### src/rtl/kev_pkg.sv
package kev_pkg;

    localparam int unsigned TYPE_W  = 8;
    localparam int unsigned SPARE_W = 5;

    typedef enum logic {
        SRC_KEY = 1'b0,
        SRC_VEL = 1'b1
    } src_e;

    // Layout of the type byte: marker, source, closed flag, spare bits.
    typedef struct packed {
        logic               marker;
        src_e               src;
        logic               closed;
        logic [SPARE_W-1:0] spare;
    } type_byte_t;

    // Sampled contact levels, low means closed.
    typedef struct packed {
        logic key_n;
        logic vel_n;
    } lines_t;

    // Result of comparing present and stored levels.
    typedef struct packed {
        logic hit;
        src_e src;
        logic closed;
    } event_t;

    function automatic type_byte_t pack_type(input src_e s, input logic closed);
        type_byte_t t;
        t.marker = 1'b1;
        t.src    = s;
        t.closed = closed;
        t.spare  = '0;
        return t;
    endfunction

endpackage

### src/rtl/kev_level_store.sv
module kev_level_store
    import kev_pkg::*;
(
    input  logic   clk,
    input  logic   rst,
    input  lines_t now_lv,
    input  logic   take,
    output lines_t prev_lv
);

    // Reset loads the live levels, so nothing is reported at start.
    always_ff @(posedge clk) begin
        if (rst) begin
            prev_lv <= now_lv;
        end else if (take) begin
            prev_lv <= now_lv;
        end
    end

endmodule

### src/rtl/kev_change_pick.sv
module kev_change_pick
    import kev_pkg::*;
(
    input  lines_t now_lv,
    input  lines_t prev_lv,
    output event_t ev
);

    logic key_moved;
    logic vel_moved;

    assign key_moved = now_lv.key_n ^ prev_lv.key_n;
    assign vel_moved = now_lv.vel_n ^ prev_lv.vel_n;

    // The key contact wins when both moved together.
    always_comb begin
        ev.hit = key_moved | vel_moved;
        if (key_moved) begin
            ev.src    = SRC_KEY;
            ev.closed = ~now_lv.key_n;
        end else begin
            ev.src    = SRC_VEL;
            ev.closed = ~now_lv.vel_n;
        end
    end

endmodule

### src/rtl/kev_msg_reg.sv
module kev_msg_reg
    import kev_pkg::*;
#(
    parameter int unsigned COUNT_W   = 8,
    parameter int unsigned HOP_START = 1
) (
    input  logic               clk,
    input  logic               rst,
    input  event_t             ev,
    output logic               req,
    output logic [TYPE_W-1:0]  type_byte,
    output logic [COUNT_W-1:0] count_byte
);

    localparam logic [COUNT_W-1:0] HOP_INIT = COUNT_W'(HOP_START);

    type_byte_t next_type;

    always_comb begin
        next_type = pack_type(ev.src, ev.closed);
    end

    always_ff @(posedge clk) begin
        if (rst) begin
            req        <= 1'b0;
            type_byte  <= '0;
            count_byte <= '0;
        end else begin
            req <= ev.hit;
            if (ev.hit) begin
                type_byte  <= next_type;
                count_byte <= HOP_INIT;
            end
        end
    end

endmodule

### src/rtl/dual_key_event_encoder.sv
module dual_key_event_encoder
    import kev_pkg::*;
#(
    parameter int unsigned COUNT_W   = 8,
    parameter int unsigned HOP_START = 1
) (
    input  logic               clk,
    input  logic               rst,
    input  logic               key_n,
    input  logic               vel_n,
    output logic               msg_req,
    output logic [7:0]         msg_type,
    output logic [COUNT_W-1:0] msg_count
);

    lines_t now_lv;
    lines_t prev_lv;
    event_t ev;

    assign now_lv.key_n = key_n;
    assign now_lv.vel_n = vel_n;

    kev_level_store u_store (
        .clk     (clk),
        .rst     (rst),
        .now_lv  (now_lv),
        .take    (ev.hit),
        .prev_lv (prev_lv)
    );

    kev_change_pick u_pick (
        .now_lv  (now_lv),
        .prev_lv (prev_lv),
        .ev      (ev)
    );

    kev_msg_reg #(
        .COUNT_W   (COUNT_W),
        .HOP_START (HOP_START)
    ) u_msg (
        .clk        (clk),
        .rst        (rst),
        .ev         (ev),
        .req        (msg_req),
        .type_byte  (msg_type),
        .count_byte (msg_count)
    );

endmodule

### config.mk
export PLATFORM = sky130hd
export DESIGN_NAME = dual_key_event_encoder
export DESIGN_NICKNAME = d
export VERILOG_FILES = /design/src/rtl/kev_pkg.sv /design/src/rtl/kev_level_store.sv /design/src/rtl/kev_change_pick.sv /design/src/rtl/kev_msg_reg.sv /design/src/rtl/dual_key_event_encoder.sv
export SDC_FILE = /design/constraint.sdc
export NUM_CORES = 1
export LEC_CHECK = 0
export BUFFER_PORTS_ARGS = -buffer_cell sky130_fd_sc_hd__clkbuf_2
export CORE_AREA = 5 5 42 44
export DETAILED_ROUTE_END_ITERATION = 8
export DIE_AREA = 0 0 47 49
export PLACE_DENSITY = 0.48
export SYNTH_ARGS = -nofsm -noshare
export SYNTH_HDL_FRONTEND = slang
export SYNTH_SLANG_ARGS = --single-unit
export TNS_END_PERCENT = 1
### constraint.sdc
create_clock -name clk -period 1.35 [get_ports clk]
set_input_delay 0.2025 -clock clk [delete_from_list [all_inputs] [get_ports clk]]
set_output_delay 0.2025 -clock clk [all_outputs]
set_load 0.01 [all_outputs]
==> impl_metrics.py, run 1 <==
metrics = {
    "timing": {
        "timing_hold_violations_final": 0,
        "fmax_mhz": 787.3,
        "setup_viol": 0,
        "fin_skew_ps": 12.38,
        "fin_ws_ps": 79.76,
        "rsz0062_at_grt": "no",
        "fin_crit_ps": 1270,
        "period_share_pct": 94.09,
        "tns_ps": 0,
        "finalMaxSlewViolations": 0,
    },
    "clock_tree": {
        "clock_latency_ps": 250,
        "postCtsSetupBuffers": 0,
        "cts_buffers": 3,
        "cts_max_level": 1,
        "cts_resized": 0,
        "cts_sinks": 6,
        "clockBufferDepth": 2,
        "path_clk_slew_ps": 50,
        "clock-root-buffer": "clkbuf_4",
        "holdBufCountCts": 0,
        "cts_tree": "done",
    },
    "floorplan": {
        "dieArea_mm2": 0.002303,
        "core_area_mm2": 0.001401,
        "fp.dieH_um": 49,
        "start_util_pct": 23.30,
        "dieWidth_um": 47,
        "io_pins": 21,
        "core.rowCount": 14,
    },
    "grt": {
        "grt_pass1_wl_um": 793,
        "grt_max_degree": 7,
        "antenna_found_initial": 0,
        "grt_usage_pct": 4.661,
        "grt.overflow.total": 0,
        "grt_pass1_vias": 203,
    },
    "power_and_ir_drop": {
        "powerDensity_mw_per_mm2": 1333,
        "power.internal_uw": 346.7,
        "combPwrFrac_pct": 17.0,
        "p_sw_share_pct": 27.05,
        "clkPwrFrac_pct": 37.6,
        "seqPwrFrac_pct": 45.4,
        "switching_power_uw": 128.6,
        "leakagePower_nw": 0.1878,
        "vdd_drop_max_mv": 0.4743,
    },
    "worst_setup_path": {
        "startpoint_type": "register",
        "crit_fanout": 4,
        "crit_chain": "xor2_1 > or3_1",
        "end_kind": "register",
        "required_ps": 1340,
        "slowest_stage": "edfxtp_1",
        "critical_path.reg2reg.startpoint": "u_store.prev_lv[1]$_DFFE_PP_",
        "crit_start": "u_store.prev_lv[1]$_DFFE_PP_",
        "arrival_ps": 1260,
        "slowest_delay_ps": 410,
        "criticalPathCategory": "reg2reg",
    },
    "final_layout": {
        "final_cell_mix": "conb_1 (12), clkbuf_2 (8), nor2_1 (4), dfxtp_1 (4)",
        "final_common_cell": "conb_1",
        "diodes": 0,
        "nFillCells": 164,
        "regArea_um2": 140.1,
        "final_util_pct": 25.45,
        "layout-drive-gt1-share_pct": 26.67,
        "design_area_um2": 356.6,
        "nets": 50,
        "multiInputGateArea_um2": 122.6,
        "syn_to_final_growth_pct": 9.195,
    },
    "min_path": {
        "min_from": "vel_n",
        "hp-class": "in2reg",
    },
    "drt": {
        "vias": 218,
        "routed_wl_um": 529,
        "drt-pass1-iter-count": 4,
        "drtIter0Drc": 5,
        "drc": 0,
        "routedWlPerCell_um": 8.672,
        "avgViaCountPerCell": 3.574,
        "ant_nets": 0,
    },
    "placed_design": {
        "place_hpwl_um": 447.5,
        "port_buffers": 8,
        "dpl-instance-area_um2": 330.3,
        "pre_cts_ws_ps": 86.44,
        "place.gp.congestion": 0.7241,
    },
    "logic_synthesis": {
        "yosysTopAreaCell": "buf_4",
        "synth_area_um2": 326.6,
        "synth.avg_cell_area_um2": 9.330,
        "synth.area.top_cells": "buf_4 (30%), dfxtp_1 (25%), edfxtp_1 (18%)",
        "yosysWarningCount": 0,
        "synth_cell_types": 12,
        "seq_area_frac_synth_pct": 42.91,
        "synthCells": 35,
        "ys_ff_latch": 6,
        "synth_top_area_share_pct": 29.89,
    },
    "flow_run": {
        "cap_violations": 0,
    },
    "outcome": {
        "status": "finished clean",
    },
}
-- final cells by class --
cell class | count | share of cell area [%]
well taps | 16 | 5.614
flip-flops and latches | 6 | 39.30
inverters | 2 | 2.105
clock buffers | 4 | 7.368
repair buffers | 8 | 11.23
multi-input cells | 25 | 34.39
-- path summary, 6_finish.rpt --
| path | end | slack (ps) | cells past startpoint |
|---|---|---|---|
| worst max-delay path | u_store.prev_lv[0]$_DFFE_PP_ | 80 | 2 |
| worst min-delay path | u_store.prev_lv[0]$_DFFE_PP_ | 180 | 1 |
| worst max register to register | u_store.prev_lv[0]$_DFFE_PP_ | 80 | 2 |
| worst min register to register | u_msg.type_byte[6]$_SDFFE_PP0P_ | 490 | 2 |
-- state kept, by name (all words and copies together), names as in the netlist --
name / cells
u_msg.req: 1
u_msg.type_byte: 3
u_store.prev_lv: 2
-- routing by layer --
| layer | up-vias | global-route usage, % | routed length (um) |
|---|---|---|---|
| li1 | 108 | - | - |
| met1 | 99 | 4.878 | 210 |
| met2 | 11 | 7.240 | 275 |
| met3 | 0 | 2.214 | 43 |
| met4 | 0 | 2.765 | 0 |
| met5 | - | 0 | 0 |
-- synth_stat cells --
| cell type | number |
|---|---|
| buf_4 | 13 |
| xor2_1 | 2 |
| nor2_1 | 4 |
| dfxtp_1 | 4 |
| a21oi_1 | 1 |
| maj3_2 | 1 |
| nor3_1 | 3 |
| or3_1 | 1 |
| inv_1 | 2 |
| a21o_1 | 1 |
| edfxtp_1 | 2 |
| conb_1 | 1 |
-- cell families after synthesis --
kind of cell / share of synthesized area, %
adder cells (fa/ha/maj): 3.448
XOR/XNOR: 5.365
other: 1.148
AND/OR/NAND/NOR: 11.11
buffers and inverters: 32.18
flip-flops: 42.91
AO/OA/AOI/OAI: 3.831
-- worst max-delay path: cells and delay by family, from the launching register on --
kind | cells | cell delay [ps]
DFF | 1 | 410
xor gates and xnor gates | 1 | 210
and+or+nand+nor | 1 | 400
-- per-stage QoR --
step                total power, mW  hold WS [ps]  std cells
detailed placement           0.3002         439.8         57
finish                       0.4753         184.7         61
floorplan                    0.3000         274.9         46
global placement             0.2994         436.0         57
global route                 0.5066         188.4         61
CTS                          0.4823         182.4         61
-- power groups by stage --
stage	sequential, mW	combinational (mW)	clock, mW
floorplan	0.224	0.0756	0
global placement	0.219	0.0805	0
detailed placement	0.220	0.0806	0
CTS	0.216	0.0814	0.185
global route	0.217	0.0902	0.199
finish	0.216	0.0808	0.179
No activity file was read; power rests on OpenSTA's default activity.
==> run 2: changes to the inputs <==
- MAX_ROUTING_LAYER: unset -> met4
==> impl_metrics.py, run 2 (synthesis results as in run 1) <==
metrics = {
    "drt": {
        "drt-pass1-iter-count": 4,
        "ant_nets": 0,
        "routed_wl_um": 529,
        "drtIter0Drc": 5,
        "vias": 220,
        "routedWlPerCell_um": 8.672,
        "drc": 0,
        "avgViaCountPerCell": 3.607,
    },
    "worst_setup_path": {
        "rrSetupSlack_ps": 80,
        "crit_fanout": 4,
        "criticalPathCategory": "reg2reg",
        "arrival_ps": 1260,
        "required_ps": 1340,
        "end_kind": "register",
        "startpoint_type": "register",
    },
    "min_path": {
        "hp-class": "in2reg",
    },
    "clock_tree": {
        "clockBufferDepth": 2,
        "path_clk_slew_ps": 50,
        "cts_max_level": 1,
        "cts_buffers": 3,
        "clock-root-buffer": "clkbuf_4",
        "cts_sinks": 6,
        "holdBufCountCts": 0,
        "cts_resized": 0,
        "cts_tree": "done",
        "postCtsSetupBuffers": 0,
        "clock_latency_ps": 250,
    },
    "floorplan": {
        "fp.dieH_um": 49,
        "start_util_pct": 23.30,
        "dieWidth_um": 47,
        "core_area_mm2": 0.001401,
        "dieArea_mm2": 0.002303,
        "core.rowCount": 14,
        "io_pins": 21,
    },
    "final_layout": {
        "design_area_um2": 356.6,
        "nFillCells": 164,
        "largestRegisters": "u_msg.type_byte (3), u_store.prev_lv (2), u_msg.req (1)",
        "fin_cells": 61,
        "final_cell_mix": "conb_1 (12), clkbuf_2 (8), nor2_1 (4), dfxtp_1 (4)",
        "largest-register": "u_msg.type_byte",
        "final_common_cell": "conb_1",
        "regArea_um2": 140.1,
        "multiInputGateArea_um2": 122.6,
        "syn_to_final_growth_pct": 9.195,
        "layout-drive-gt1-share_pct": 26.67,
        "largest_reg_flops": 3,
        "diodes": 0,
        "nets": 50,
    },
    "timing": {
        "timing_hold_violations_final": 0,
        "rsz0062_at_grt": "no",
        "fin_crit_ps": 1270,
        "fin_skew_ps": 12.38,
        "period_share_pct": 94.09,
        "whs_ps": 184.7,
        "setup_viol": 0,
        "finalMaxSlewViolations": 0,
        "fmax_mhz": 787.3,
        "tns_ps": 0,
    },
    "power_and_ir_drop": {
        "leakagePower_nw": 0.1878,
        "powerDensity_mw_per_mm2": 1333,
        "vdd_drop_max_mv": 0.4743,
    },
    "placed_design": {
        "dpl-instance-area_um2": 330.3,
        "placed_cells": 57,
        "place_hpwl_um": 447.5,
        "port_buffers": 8,
        "place.gp.congestion": 0.7326,
    },
    "grt": {
        "grt_pass1_vias": 202,
        "grt_pass1_wl_um": 793,
        "grt.overflow.total": 0,
        "antenna_found_initial": 0,
        "grt_usage_pct": 4.779,
        "grt_max_degree": 7,
    },
    "outcome": {
        "status": "finished clean",
    },
    "flow_run": {
        "cap_violations": 0,
    },
}
[run 2: cell counts in the layout (fill, tap and decap cells not counted)]
Identical to the previous run, type by type.
[run 2: worst max-delay path: stages (launching register included)]
cell and delay, ps:
edfxtp_1 410, xor2_1 210, or3_1 400
[run 2: worst paths after layout]
check | from | endpoint | cells past startpoint
worst max register to register | u_store.prev_lv[1]$_DFFE_PP_ | u_store.prev_lv[0]$_DFFE_PP_ | 2
worst min register to register | u_msg.type_byte[6]$_SDFFE_PP0P_ | u_msg.type_byte[6]$_SDFFE_PP0P_ | 2
worst min-delay path | vel_n | u_store.prev_lv[0]$_DFFE_PP_ | 1
worst max-delay path | u_store.prev_lv[1]$_DFFE_PP_ | u_store.prev_lv[0]$_DFFE_PP_ | 2
[run 2: layout make-up]
cell class | count | share of cell area [%]
inverters | 2 | 2.105
repair buffers | 8 | 11.23
well taps | 16 | 5.614
flip-flops and latches | 6 | 39.30
multi-input cells | 25 | 34.39
clock buffers | 4 | 7.368
[run 2: metrics by stage]
step / setup slack [ps] / util (%) / total power [mW]
5_1_grt: 60.72 / 25.45 / 0.5066
2_1_floorplan: 148.6 / - / 0.3000
6_report: 79.77 / 25.45 / 0.4753
4_1_cts: 76.06 / 25.45 / 0.4823
3_5_place_dp: 86.44 / 23.57 / 0.3002
3_3_place_gp: 116.0 / 23.57 / 0.2994
[run 2: report_power, final]
part | switching (mW) | internal, mW
Combinational | 0.0523 | 0.0285
Sequential | 0.00965 | 0.206
Clock | 0.0666 | 0.112
Total | 0.129 | 0.347
[run 2: metal layers]
metal | wire length [um] | track usage [%] | vias to the layer above
met1 | 215 | 4.878 | 99
li1 | - | - | 108
met2 | 271 | 7.240 | 11
met3 | 37 | 2.214 | 2
met5 | 0 | - | -
met4 | 4 | 2.765 | 0
